### config.mk
export PLATFORM = sky130hd
export DESIGN_NAME = wiper_nv_seq
export DESIGN_NICKNAME = d
export VERILOG_FILES = /design/src/rtl/wns_pkg.sv /design/src/rtl/wns_flag_sync.sv /design/src/rtl/wns_down_timer.sv /design/src/rtl/wiper_nv_seq.sv
export SDC_FILE = /design/constraint.sdc
export NUM_CORES = 1
export LEC_CHECK = 0
export ABC_AREA = 1
export BUFFER_PORTS_ARGS = -buffer_cell sky130_fd_sc_hd__buf_2
export CAP_MARGIN = 10
export CORE_ASPECT_RATIO = 1.1
export CORE_MARGIN = 1.5
export CORE_UTILIZATION = 62
export CTS_CLUSTER_DIAMETER = 100
export DETAILED_ROUTE_END_ITERATION = 7
export HOLD_SLACK_MARGIN = 0.15
export PLACE_DENSITY = 0.85
export SKIP_CTS_REPAIR_TIMING = 1
export SYNTH_ARGS = -nofsm -noshare
export SYNTH_HDL_FRONTEND = slang
export SYNTH_HIERARCHICAL = 1
export SYNTH_SLANG_ARGS = --single-unit
### constraint.sdc
create_clock -name clk -period 4.1 [get_ports clk]
set_clock_uncertainty 0.2 [all_clocks]
set_input_delay 0.41 -clock clk [delete_from_list [all_inputs] [get_ports clk]]
set_output_delay 0.41 -clock clk [all_outputs]
set_load 0.01 [all_outputs]
### src/rtl/wns_pkg.sv
package wns_pkg;
  typedef enum logic [2:0] {
    ST_RESET_HOLD = 3'd0,
    ST_WAIT_VNEG  = 3'd1,
    ST_WAIT_VCC   = 3'd2,
    ST_RECALL     = 3'd3,
    ST_SETTLE     = 3'd4,
    ST_IDLE       = 3'd5,
    ST_STORE      = 3'd6
  } wns_state_e;
endpackage

### src/rtl/wns_flag_sync.sv
module wns_flag_sync #(
  parameter int STAGES = 2
) (
  input  logic clk,
  input  logic rst,
  input  logic d,
  output logic q
);
  logic [STAGES:0] chain;
  assign chain[0] = d;

  for (genvar i = 0; i < STAGES; i++) begin : g_stage
    always_ff @(posedge clk) begin
      if (rst) chain[i+1] <= 1'b0;
      else     chain[i+1] <= chain[i];
    end
  end

  assign q = chain[STAGES];
endmodule

### src/rtl/wns_down_timer.sv
module wns_down_timer #(
  parameter int W = 8
) (
  input  logic         clk,
  input  logic         rst,
  input  logic         load,
  input  logic [W-1:0] load_val,
  output logic         zero
);
  logic [W-1:0] cnt;

  always_ff @(posedge clk) begin
    if (rst)              cnt <= '0;
    else if (load)        cnt <= load_val;
    else if (cnt != '0)   cnt <= cnt - 1'b1;
  end

  assign zero = (cnt == '0);
endmodule

### src/rtl/wiper_nv_seq.sv
module wiper_nv_seq #(
  parameter int CODE_W        = 7,
  parameter int SYNC_STAGES   = 2,
  parameter int SETTLE_CYCLES = 1000,
  parameter int STORE_CYCLES  = 1200000
) (
  input  logic              clk,
  input  logic              rst,
  input  logic              neg_ok,
  input  logic              pos_ok,
  input  logic              bus_we,
  input  logic              bus_nv,
  input  logic [CODE_W-1:0] bus_data,
  input  logic [CODE_W-1:0] mem_rdata,
  output logic              mem_rd_en,
  output logic              mem_wr_en,
  output logic [CODE_W-1:0] mem_wdata,
  output logic [CODE_W-1:0] wiper_code,
  output logic              busy
);
  import wns_pkg::*;

  localparam logic [CODE_W-1:0] MID_CODE = CODE_W'(1) << (CODE_W - 1);
  localparam int MAX_WAIT = (SETTLE_CYCLES > STORE_CYCLES) ? SETTLE_CYCLES : STORE_CYCLES;
  localparam int TW       = $clog2(MAX_WAIT + 1);
  localparam logic [TW-1:0] SETTLE_LOAD = TW'(SETTLE_CYCLES - 1);
  localparam logic [TW-1:0] STORE_LOAD  = TW'(STORE_CYCLES - 1);

  logic neg_s, pos_s;
  logic t_load, t_zero;
  logic [TW-1:0] t_val;

  wns_state_e        state_q, state_n;
  logic [CODE_W-1:0] wiper_q, wiper_n;
  logic [CODE_W-1:0] wdata_q, wdata_n;
  logic              rd_q, rd_n, wr_q, wr_n;
  logic              rwait_q, rwait_n;
  logic              busy_q;
  logic              rail_lost;

  wns_flag_sync #(.STAGES(SYNC_STAGES)) u_neg_sync (
    .clk(clk), .rst(rst), .d(neg_ok), .q(neg_s)
  );
  wns_flag_sync #(.STAGES(SYNC_STAGES)) u_pos_sync (
    .clk(clk), .rst(rst), .d(pos_ok), .q(pos_s)
  );
  wns_down_timer #(.W(TW)) u_timer (
    .clk(clk), .rst(rst), .load(t_load), .load_val(t_val), .zero(t_zero)
  );

  // Loss of a rail: negative rail counts from WAIT_VCC on, both rails once qualified.
  always_comb begin
    rail_lost = 1'b0;
    case (state_q)
      ST_WAIT_VCC: rail_lost = !neg_s;
      ST_RECALL, ST_SETTLE, ST_IDLE, ST_STORE: rail_lost = !neg_s || !pos_s;
      default: rail_lost = 1'b0;
    endcase
  end

  always_comb begin
    state_n = state_q;
    wiper_n = wiper_q;
    wdata_n = wdata_q;
    rd_n    = 1'b0;
    wr_n    = 1'b0;
    rwait_n = 1'b0;
    t_load  = 1'b0;
    t_val   = '0;
    if (rail_lost) begin
      state_n = ST_RESET_HOLD;
      wiper_n = MID_CODE;
    end else begin
      case (state_q)
        ST_RESET_HOLD: begin
          wiper_n = MID_CODE;
          state_n = ST_WAIT_VNEG;
        end
        ST_WAIT_VNEG: if (neg_s) state_n = ST_WAIT_VCC;
        ST_WAIT_VCC: if (pos_s) begin
          state_n = ST_RECALL;
          rd_n    = 1'b1;
          rwait_n = 1'b1;
        end
        ST_RECALL: begin
          if (!rwait_q) begin
            wiper_n = mem_rdata;
            state_n = ST_SETTLE;
            t_load  = 1'b1;
            t_val   = SETTLE_LOAD;
          end
        end
        ST_SETTLE: if (t_zero) state_n = ST_IDLE;
        ST_IDLE: if (bus_we) begin
          wiper_n = bus_data;
          if (bus_nv) begin
            wr_n    = 1'b1;
            wdata_n = bus_data;
            state_n = ST_STORE;
            t_load  = 1'b1;
            t_val   = STORE_LOAD;
          end
        end
        ST_STORE: if (t_zero) state_n = ST_IDLE;
        default: state_n = ST_RESET_HOLD;
      endcase
    end
  end

  always_ff @(posedge clk) begin
    if (rst) begin
      state_q <= ST_RESET_HOLD;
      wiper_q <= MID_CODE;
      wdata_q <= '0;
      rd_q    <= 1'b0;
      wr_q    <= 1'b0;
      rwait_q <= 1'b0;
      busy_q  <= 1'b1;
    end else begin
      state_q <= state_n;
      wiper_q <= wiper_n;
      wdata_q <= wdata_n;
      rd_q    <= rd_n;
      wr_q    <= wr_n;
      rwait_q <= rwait_n;
      busy_q  <= (state_n != ST_IDLE);
    end
  end

  assign mem_rd_en  = rd_q;
  assign mem_wr_en  = wr_q;
  assign mem_wdata  = wdata_q;
  assign wiper_code = wiper_q;
  assign busy       = busy_q;
endmodule

==> load_flow_metrics.sql, run 1 <==
INSERT INTO impl_metrics (metric_group, metric, value, unit) VALUES
('synth', 'ys.warnings.count', '6', ''),
('run_status', 'run_status', 'finished clean', ''),
('clock_network', 'clockBufferDepth', '2', ''),
('critical_path', 'worst_ep_arrival_time', '2.77', 'ns'),
('power_and_ir_drop', 'power-per-cell-area', '672', 'nW/um2'),
('synth', 'synth_sequential_area_ratio', '0.331', ''),
('global_routing', 'grt_start_max_net_pins', '27', ''),
('synth', 'synth_area_leader_cell', 'sky130_fd_sc_hd__dfxtp_1', ''),
('synth', 'synth_edf_count', '0', ''),
('power_and_ir_drop', 'max-vdd-ir-drop', '0.316', 'mV'),
('global_routing', 'first_global_vias', '2418', ''),
('timing', 'fmax', '361', 'MHz'),
('synth', 'ys_ff_latch', '45', ''),
('timing', 'setup_viol', '0', ''),
('synth', 'yosys.cell_types.count', '35', ''),
('synth', 'dominantRegCellSynth', 'sky130_fd_sc_hd__dfxtp_1', ''),
('power_and_ir_drop', 'power.leakage', '1.51', 'nW'),
('floorplan', 'chipHeight', '72.4', 'um'),
('timing', 'fin_crit', '2.77', 'ns'),
('power_and_ir_drop', 'p_total', '2.05', 'mW'),
('timing', 'hold_violations', '0', ''),
('routing', 'wl_per_cell', '12.3', 'um'),
('job', 'max-cap-violations', '0', ''),
('routing', 'remaining_antenna_violation_count', '0', ''),
('routing', 'drt_pass1_iterations', '4', ''),
('clock_network', 'cts_made_buffers', '5', ''),
('global_routing', 'grt_pass1_wl', '10.4', 'mm'),
('placed_design', 'port_buffers', '36', ''),
('finish', 'syn_to_final_growth', '12.4', '%'),
('critical_path', 'worstSetupStartpointType', 'flip-flop', ''),
('synth', 'synthTopCellsByArea', 'sky130_fd_sc_hd__dfxtp_1, sky130_fd_sc_hd__nand2_1, sky130_fd_sc_hd__nor2_1, sky130_fd_sc_hd__inv_1, sky130_fd_sc_hd__nand3_1', ''),
('synth', 'yosys-top-cells-count', 'sky130_fd_sc_hd__nand2_1, sky130_fd_sc_hd__nor2_1, sky130_fd_sc_hd__inv_1', ''),
('synth', 'synth.most_common_cell', 'sky130_fd_sc_hd__nand2_1', ''),
('routing', 'drt_first_iter_violations', '172', ''),
('routing', 'wl', '6.35', 'mm'),
('clock_network', 'insertion_delay', '0.30', 'ns'),
('timing', 'worst_max_slew_pin_slew', '0.565', 'ns'),
('synth', 'synth_area_per_cell', '6.52', 'um2'),
('timing', 'setup_tns', '0', 'ns'),
('global_routing', 'grt-ovfl-total', '0', ''),
('synth', 'synth_area', '2720', 'um2'),
('placed_design', 'dp_hpwl', '4.79', 'mm'),
('synth', 'syn-instance-count', '417', ''),
('global_routing', 'track_usage', '0.281', ''),
('timing', 'rsz0062_at_grt', 'false', ''),
('floorplan', 'die_outline_area', '4790', 'um2'),
('timing', 'slew_viol_final', '0', ''),
('clock_network', 'clock_sink_count', '45', ''),
('routing', 'post_drt_via_cell_ratio', '5.21', ''),
('finish', 'nNetsFinal', '483', ''),
('timing', 'relative_slew_margins', '0.623', ''),
('critical_path', 'timing.critical_path.to_type', 'flip-flop', ''),
('finish', 'layout-drive-gt1-share', '0.191', ''),
('synth', 'async_reset_ff_frac', '0', ''),
('placed_design', 'gp_congestion', '1.01', ''),
('min_path', 'hold_path_class', 'flip-flop to flip-flop', ''),
('synth', 'netlist.area_leader.share', '0.331', ''),
('global_routing', 'antenna_found_initial', '0', ''),
('floorplan', 'initial_core_util', '0.639', ''),
('critical_path', 'crit_fanout', '25', ''),
('floorplan', 'fp.coreArea', '4250', 'um2'),
('floorplan', 'rows', '25', ''),
('floorplan', 'ioPinCount', '37', ''),
('clock_network', 'cts-root-buf', 'sky130_fd_sc_hd__clkbuf_8', ''),
('finish', 'count_of_antenna_diodes_in_the_layout', '0', ''),
('floorplan', 'chipWidth', '66.1', 'um'),
('routing', 'detail_route.drc_violations', '0', ''),
('critical_path', 'worst-setup-path-type', 'flip-flop to flip-flop', ''),
('timing', 'min_period_over_period', '0.675', ''),
('clock_network', 'clkSlewWorstSetupHoldPaths', '0.08', 'ns'),
('routing', 'vias', '2684', ''),
('critical_path', 'worst-endpoint-required', '4.10', 'ns'),
('clock_network', 'tritoncts_clock_tree', 'done', ''),
('clock_network', 'number_of_h_tree_levels', '2', '');
-- kinds of logic after synthesis --
| kind of cell | after synthesis | share of synthesized area |
|---|---|---|
| other cells | 1 | 0.00138 |
| xor+xnor | 4 | 0.0129 |
| fa+ha+maj | 2 | 0.00921 |
| buf+inv | 70 | 0.104 |
| flops | 45 | 0.331 |
| compound gates | 42 | 0.0898 |
| simple gates | 253 | 0.452 |
-- report_power, final --
part | leakage (nW) | switching, mW | internal, mW
Clock | 0.0443 | 0.142 | 0.134
Combinational | 1.10 | 0.737 | 0.403
Sequential | 0.368 | 0.102 | 0.536
-- metal layers --
metal / GRT usage / part of all wire / up-vias
met5: 0 / 0 / -
met4: 0.125 / 0.025 / 0
met3: 0.0372 / 0.056 / 19
met2: 0.530 / 0.52 / 104
met1: 0.308 / 0.40 / 1175
li1: - / - / 1386
-- path summary, 6_finish.rpt --
| path | start | end | slack, ns | cells past startpoint |
|---|---|---|---|---|
| setup / recovery | state_q[2]$_SDFF_PP0_ | u_timer/cnt[20]$_SDFFE_PP0P_ | 1.33 | 11 |
| hold / removal | u_neg_sync/chain[1]$_SDFF_PP0_ | u_neg_sync/q$_SDFF_PP0_ | 0.20 | 2 |
| setup reg to reg | state_q[2]$_SDFF_PP0_ | u_timer/cnt[20]$_SDFFE_PP0P_ | 1.33 | 11 |
| hold reg to reg | u_neg_sync/chain[1]$_SDFF_PP0_ | u_neg_sync/q$_SDFF_PP0_ | 0.20 | 2 |
-- area by class of cell --
class                      instances  area, um2
clock buffer                       7       86.3
fill                             391       1200
inverter                          63        239
multi-input combinational        307       1550
sequential                        45        901
tap                               54       67.6
timing repair buffer              39        208
-- registers in the layout (all words and copies together), names as in the netlist --
register / flops
busy: 1
mem_wdata: 7
mem_wr_en: 1
rwait_q: 1
state_q: 3
u_neg_sync/chain: 1
u_neg_sync/q: 1
u_pos_sync/chain: 1
u_pos_sync/q: 1
u_timer/cnt: 21
wiper_code: 7
-- metrics by stage --
step / hold slack, ns / cell area, um2 / utilization / cells / worst slack (ns)
floorplan: 0.188 / 2740 / - / 422 / 1.73
global placement: 0.191 / 2950 / 0.693 / 506 / 1.49
detailed placement: 0.193 / 2950 / 0.693 / 506 / 1.38
CTS: 0.111 / 3040 / 0.714 / 513 / 1.38
global route: 0.214 / 3060 / 0.718 / 515 / 1.07
finish: 0.205 / 3060 / 0.718 / 515 / 1.33
-- layout by cell type, fill, tap and decap left out, drive strengths merged --
cell,synthesis,layout
xor2,3,3
dfxtp,45,45
inv,63,63
ha,2,2
o21a,2,2
and2,1,1
nand2,113,113
nand4,15,15
a21oi,17,17
conb,1,6
nand3,26,26
o21ai,19,19
nor3,6,6
o211ai,2,2
clkbuf,2,7
nor2,85,85
a21boi,2,2
dlygate4sd3,0,2
xnor2,1,1
nand3b,7,7
buf,5,37
-- worst max-delay path: stages (launching register included) --
cell                      delay, ns
sky130_fd_sc_hd__dfxtp_1       0.55
sky130_fd_sc_hd__nand3_2       0.29
sky130_fd_sc_hd__nand3_1       0.17
sky130_fd_sc_hd__nand2_2       0.15
sky130_fd_sc_hd__nand2_4       0.16
sky130_fd_sc_hd__a21oi_1       0.05
sky130_fd_sc_hd__buf_4         0.21
sky130_fd_sc_hd__inv_1         0.36
sky130_fd_sc_hd__nand4_1       0.17
sky130_fd_sc_hd__nand2_1       0.15
sky130_fd_sc_hd__nor2_1        0.05
sky130_fd_sc_hd__and2_1        0.14
Power figures use the tool's default switching activity.
==> inputs of run 2 (changes only) <==
--- a/config.mk
+++ b/config.mk
@@ -10,11 +10,11 @@
 export CAP_MARGIN = 10
 export CORE_ASPECT_RATIO = 1.1
 export CORE_MARGIN = 1.5
-export CORE_UTILIZATION = 62
+export CORE_UTILIZATION = 52
 export CTS_CLUSTER_DIAMETER = 100
 export DETAILED_ROUTE_END_ITERATION = 7
 export HOLD_SLACK_MARGIN = 0.15
-export PLACE_DENSITY = 0.85
+export PLACE_DENSITY = 0.76
 export SKIP_CTS_REPAIR_TIMING = 1
 export SYNTH_ARGS = -nofsm -noshare
 export SYNTH_HDL_FRONTEND = slang
==> constraint.sdc (replaced) <==
create_clock -name clk -period 2.3 [get_ports clk]
set_clock_uncertainty 0.2 [all_clocks]
set_input_delay 0.23 -clock clk [delete_from_list [all_inputs] [get_ports clk]]
set_output_delay 0.23 -clock clk [all_outputs]
set_load 0.01 [all_outputs]
==> load_flow_metrics.sql, run 2 (same netlist as run 1, synthesis figures left out) <==
INSERT INTO impl_metrics (metric_group, metric, value, unit) VALUES
('timing', 'rsz0062_at_grt', 'false', ''),
('floorplan', 'rows', '27', ''),
('finish', 'layout.filler_cells', '460', ''),
('power_and_ir_drop', 'power-per-cell-area', '1170', 'nW/um2'),
('timing', 'slew_viol_final', '0', ''),
('finish', 'layout.cells.most_common_list', 'sky130_fd_sc_hd__nand2_1, sky130_fd_sc_hd__nor2_1, sky130_fd_sc_hd__inv_1, sky130_fd_sc_hd__dfxtp_1, sky130_fd_sc_hd__buf_2', ''),
('min_path', 'min_delay_path_depth', '5', ''),
('routing', 'wl', '6.30', 'mm'),
('finish', 'nNetsFinal', '498', ''),
('clock_network', 'cts-root-buf', 'sky130_fd_sc_hd__clkbuf_8', ''),
('routing', 'drt_pass1_iterations', '5', ''),
('clock_network', 'tritoncts_clock_tree', 'done', ''),
('critical_path', 'worstSetupStartpointType', 'flip-flop', ''),
('clock_network', 'clock_sink_count', '45', ''),
('placed_design', 'port_buffers', '36', ''),
('job', 'max-cap-violations', '0', ''),
('timing', 'fmax', '480', 'MHz'),
('power_and_ir_drop', 'power.leakage', '1.59', 'nW'),
('clock_network', 'clkSlewWorstSetupHoldPaths', '0.10', 'ns'),
('routing', 'post_drt_via_cell_ratio', '5.03', ''),
('global_routing', 'antenna_found_initial', '0', ''),
('critical_path', 'crit_fanout', '9', ''),
('global_routing', 'grt-ovfl-total', '0', ''),
('finish', 'layout-drive-gt1-share', '0.212', ''),
('global_routing', 'grt_pass1_wl', '10.9', 'mm'),
('critical_path', 'worst-setup-path-type', 'flip-flop to flip-flop', ''),
('placed_design', 'dp_hpwl', '4.75', 'mm'),
('clock_network', 'cts_made_buffers', '5', ''),
('power_and_ir_drop', 'max-vdd-ir-drop', '0.444', 'mV'),
('timing', 'setup_viol', '0', ''),
('timing', 'fin_crit', '2.08', 'ns'),
('global_routing', 'first_global_vias', '2545', ''),
('clock_network', 'clockBufferDepth', '2', ''),
('floorplan', 'initial_core_util', '0.540', ''),
('timing', 'setup_tns', '0', 'ns'),
('global_routing', 'track_usage', '0.239', ''),
('routing', 'wl_per_cell', '11.8', 'um'),
('min_path', 'hold_path_class', 'primary input to flip-flop', ''),
('floorplan', 'fp.coreArea', '5030', 'um2'),
('clock_network', 'insertion_delay', '0.31', 'ns'),
('routing', 'remaining_antenna_violation_count', '0', ''),
('routing', 'vias', '2692', ''),
('finish', 'count_of_antenna_diodes_in_the_layout', '0', ''),
('run_status', 'run_status', 'finished clean', ''),
('timing', 'min_period_over_period', '0.906', ''),
('finish', 'top_register', 'u_timer/cnt', ''),
('critical_path', 'worst-endpoint-required', '2.29', 'ns'),
('critical_path', 'worst_ep_arrival_time', '2.07', 'ns'),
('floorplan', 'chipWidth', '71.9', 'um'),
('floorplan', 'ioPinCount', '37', ''),
('placed_design', 'gp_congestion', '0.915', ''),
('routing', 'drt_first_iter_violations', '130', ''),
('timing', 'hold_violations', '0', ''),
('floorplan', 'die_outline_area', '5670', 'um2'),
('finish', 'final_common_cell', 'sky130_fd_sc_hd__nand2_1', ''),
('critical_path', 'worstRegToRegCells', '12', ''),
('floorplan', 'chipHeight', '78.8', 'um'),
('global_routing', 'grt_start_max_net_pins', '25', ''),
('routing', 'detail_route.drc_violations', '0', ''),
('timing', 'hold-worst-slack', '0.0687', 'ns'),
('clock_network', 'number_of_h_tree_levels', '2', ''),
('finish', 'syn_to_final_growth', '19.0', '%'),
('finish', 'final_core_utilization', '0.643', ''),
('critical_path', 'timing.critical_path.to_type', 'flip-flop', ''),
('finish', 'flip_flop_count_of_the_largest_register_all_copies_and_words_added', '21', '');
==> run 2: cell types whose count changed in the layout (fill, tap and decap cells not counted), sizes merged <==
cell | previous run | this run
dlygate4sd3 | 2 | 10
bufinv | 0 | 1
clkbuf | 7 | 5
buf | 37 | 44
inv | 63 | 65
==> run 2: layout make-up <==
cell class / instances / area [um2] / share of cell area
Clock inverter: 3 / 47.5 / 0.0147
Sequential cell: 45 / 905 / 0.280
Clock buffer: 5 / 68.8 / 0.0213
Tap cell: 58 / 72.6 / 0.0224
Inverter: 63 / 239 / 0.0739
Timing Repair Buffer: 54 / 344 / 0.106
Multi-Input combinational cell: 307 / 1560 / 0.482
==> run 2: routing by layer <==
| layer | track usage | up-vias | share of wire |
|---|---|---|---|
| met1 | 0.283 | 1202 | 0.43 |
| met2 | 0.422 | 58 | 0.51 |
| li1 | - | 1418 | - |
| met4 | 0.0906 | 0 | 0.021 |
| met3 | 0.0470 | 14 | 0.039 |
| met5 | 0 | - | 0 |
==> run 2: worst max-delay path: stages (launching register included) <==
cell,delay (ns)
sky130_fd_sc_hd__dfxtp_2,0.40
sky130_fd_sc_hd__inv_1,0.09
sky130_fd_sc_hd__nand3_1,0.12
sky130_fd_sc_hd__nand3_1,0.10
sky130_fd_sc_hd__nand2_2,0.18
sky130_fd_sc_hd__nand2_4,0.13
sky130_fd_sc_hd__a21oi_2,0.15
sky130_fd_sc_hd__inv_1,0.13
sky130_fd_sc_hd__buf_4,0.17
sky130_fd_sc_hd__nand2_4,0.10
sky130_fd_sc_hd__inv_4,0.07
sky130_fd_sc_hd__o21ai_2,0.05
sky130_fd_sc_hd__a21oi_1,0.07
==> run 2: worst paths after layout <==
check	to	slack, ns	start
min reg2reg	u_neg_sync/q$_SDFF_PP0_	0.21	u_neg_sync/chain[1]$_SDFF_PP0_
max reg2reg	u_timer/cnt[14]$_SDFFE_PP0P_	0.22	state_q[2]$_SDFF_PP0_
max	u_timer/cnt[14]$_SDFFE_PP0P_	0.22	state_q[2]$_SDFF_PP0_
min	mem_wdata[1]$_SDFFE_PP0P_	0.07	bus_data[1]
==> run 2: report_power, final <==
part           switching (mW)  total, mW  leakage [nW]  internal [mW]
Combinational            1.28       2.01          1.16          0.731
Clock                   0.297      0.629        0.0591          0.332
Sequential              0.190       1.15         0.369          0.957
Total                    1.77       3.79          1.59           2.02
==> run 2: metrics by stage <==
stage                     total power [mW]  cells  instance area, um2  setup WS, ns
final                                 3.79    535                3230         0.216
after detailed placement              3.13    517                3010         0.178
after global routing                  4.14    535                3230        0.0475
after CTS                             3.78    525                3130         0.161
after floorplan                       2.74    422                2740        0.0711
after global placement                3.09    517                3010         0.207
==> inputs of run 3 (changes only) <==
--- a/config.mk
+++ b/config.mk
@@ -10,11 +10,12 @@
 export CAP_MARGIN = 10
 export CORE_ASPECT_RATIO = 1.1
 export CORE_MARGIN = 1.5
-export CORE_UTILIZATION = 52
+export CORE_UTILIZATION = 54
+export CTS_BUF_LIST = sky130_fd_sc_hd__clkbuf_8
 export CTS_CLUSTER_DIAMETER = 100
 export DETAILED_ROUTE_END_ITERATION = 7
 export HOLD_SLACK_MARGIN = 0.15
-export PLACE_DENSITY = 0.76
+export PLACE_DENSITY = 0.79
 export SKIP_CTS_REPAIR_TIMING = 1
 export SYNTH_ARGS = -nofsm -noshare
 export SYNTH_HDL_FRONTEND = slang
==> load_flow_metrics.sql, run 3 (same netlist as run 1, synthesis figures left out) <==
INSERT INTO impl_metrics (metric_group, metric, value, unit) VALUES
('critical_path', 'worstSetupStartpointType', 'flip-flop', ''),
('global_routing', 'grt-ovfl-total', '0', ''),
('finish', 'nNetsFinal', '497', ''),
('timing', 'hold-worst-slack', '0.103', 'ns'),
('critical_path', 'crit_fanout', '9', ''),
('min_path', 'hold_path_class', 'primary input to flip-flop', ''),
('clock_network', 'tritoncts_clock_tree', 'done', ''),
('routing', 'vias', '2741', ''),
('critical_path', 'cp_num_buf_inv', '3', ''),
('routing', 'drt_pass1_iterations', '5', ''),
('critical_path', 'worst-endpoint-required', '2.30', 'ns'),
('clock_network', 'insertion_delay', '0.30', 'ns'),
('power_and_ir_drop', 'max-vdd-ir-drop', '0.491', 'mV'),
('routing', 'drt_first_iter_violations', '173', ''),
('critical_path', 'cp_top_family', 'simple AND/OR/NAND/NOR gates', ''),
('clock_network', 'cts-root-buf', 'sky130_fd_sc_hd__clkbuf_8', ''),
('job', 'max-cap-violations', '0', ''),
('critical_path', 'timing.critical_path.to_type', 'flip-flop', ''),
('clock_network', 'clkSlewWorstSetupHoldPaths', '0.08', 'ns'),
('timing', 'slew_viol_final', '0', ''),
('floorplan', 'rows', '26', ''),
('timing', 'fin_crit', '2.08', 'ns'),
('finish', 'layout.cells.most_common_list', 'sky130_fd_sc_hd__nand2_1, sky130_fd_sc_hd__nor2_1, sky130_fd_sc_hd__inv_1, sky130_fd_sc_hd__dfxtp_1, sky130_fd_sc_hd__buf_2', ''),
('global_routing', 'antenna_found_initial', '0', ''),
('finish', 'layout-drive-gt1-share', '0.202', ''),
('global_routing', 'first_global_vias', '2539', ''),
('floorplan', 'chipHeight', '77.4', 'um'),
('global_routing', 'track_usage', '0.239', ''),
('power_and_ir_drop', 'power.leakage', '1.58', 'nW'),
('timing', 'setup_tns', '0', 'ns'),
('finish', 'final_common_cell', 'sky130_fd_sc_hd__nand2_1', ''),
('timing', 'setup_viol', '0', ''),
('global_routing', 'grt_start_max_net_pins', '25', ''),
('run_status', 'run_status', 'finished clean', ''),
('timing', 'fmax', '480', 'MHz'),
('placed_design', 'port_buffers', '36', ''),
('power_and_ir_drop', 'p_total', '3.62', 'mW'),
('clock_network', 'clockBufferDepth', '2', ''),
('critical_path', 'worst_ep_arrival_time', '2.08', 'ns'),
('clock_network', 'cts_made_buffers', '5', ''),
('floorplan', 'chipWidth', '70.6', 'um'),
('timing', 'hold_violations', '0', ''),
('routing', 'wl', '6.45', 'mm'),
('critical_path', 'critical_path.max_stage_delay', '0.41', 'ns'),
('clock_network', 'number_of_h_tree_levels', '2', ''),
('power_and_ir_drop', 'power-per-cell-area', '1140', 'nW/um2'),
('critical_path', 'path_cells', 'inv_1 > nor3_1 > nand2_2 > buf_4 > nand3_2 > inv_1 > nor2_1 > nor2_1 > and2_1', ''),
('finish', 'layoutNonFillerInstCount', '532', ''),
('placed_design', 'place_inst', '514', ''),
('timing', 'rsz0062_at_grt', 'false', ''),
('finish', 'flip_flop_count_of_the_largest_register_all_copies_and_words_added', '21', ''),
('placed_design', 'dp_hpwl', '4.79', 'mm'),
('finish', 'count_of_antenna_diodes_in_the_layout', '0', ''),
('critical_path', 'worst-setup-path-type', 'flip-flop to flip-flop', ''),
('finish', 'top_register', 'u_timer/cnt', ''),
('routing', 'post_drt_via_cell_ratio', '5.15', ''),
('timing', 'min_period_over_period', '0.906', ''),
('floorplan', 'ioPinCount', '37', ''),
('placed_design', 'gp_congestion', '0.959', ''),
('routing', 'detail_route.drc_violations', '0', ''),
('floorplan', 'die_outline_area', '5470', 'um2'),
('clock_network', 'clock_sink_count', '45', ''),
('routing', 'remaining_antenna_violation_count', '0', ''),
('finish', 'syn_to_final_growth', '17.1', '%'),
('critical_path', 'critical_path_s_slowest_cell', 'sky130_fd_sc_hd__dfxtp_1', ''),
('floorplan', 'initial_core_util', '0.572', ''),
('floorplan', 'fp.coreArea', '4750', 'um2'),
('global_routing', 'grt_pass1_wl', '10.7', 'mm'),
('routing', 'wl_per_cell', '12.1', 'um');
[run 3: worst paths after layout]
kind                                       start                            to  slack [ns]  depth (start not counted)
setup / recovery           state_q[1]$_SDFF_PP0_  u_timer/cnt[20]$_SDFFE_PP0P_        0.22                          9
hold / removal                       bus_data[6]     mem_wdata[6]$_SDFFE_PP0P_        0.10                          5
setup reg to reg           state_q[1]$_SDFF_PP0_  u_timer/cnt[20]$_SDFFE_PP0P_        0.22                          9
hold reg to reg   u_neg_sync/chain[1]$_SDFF_PP0_       u_neg_sync/q$_SDFF_PP0_        0.21                          2
[run 3: worst min-delay path, delay by kind of cell]
kind	cells	cell delay, ns
AND/OR/NAND/NOR	3	0.22
buffers and inverters	2	0.11
[run 3: where the power goes]
group          internal, mW  switching, mW
Combinational         0.731           1.28
Clock                 0.203          0.270
Sequential            0.956          0.186
[run 3: layout make-up]
class,count,area (um2)
fillers,421,1570
multi-input cells,307,1560
flip-flops and latches,45,902
repair buffers,53,333
inverters,63,239
well taps,56,70.1
clock buffers,5,68.8
clock inverters,3,11.3
[run 3: per-stage QoR]
| step | instance area (um2) | setup WS (ns) | util |
|---|---|---|---|
| 2_1_floorplan | 2740 | 0.0711 | - |
| 5_1_grt | 3180 | 0.0199 | 0.670 |
| 4_1_cts | 3080 | 0.0657 | 0.649 |
| 6_report | 3180 | 0.216 | 0.670 |
| 3_5_place_dp | 3000 | 0.0800 | 0.632 |
| 3_3_place_gp | 3000 | 0.147 | 0.632 |
[run 3: per-layer routing]
layer | up-vias | routed length [um] | track usage
met5 | - | 0 | 0
met4 | 0 | 112 | 0.0792
met3 | 15 | 278 | 0.0442
met2 | 73 | 3390 | 0.448
met1 | 1247 | 2660 | 0.269
li1 | 1406 | - | -
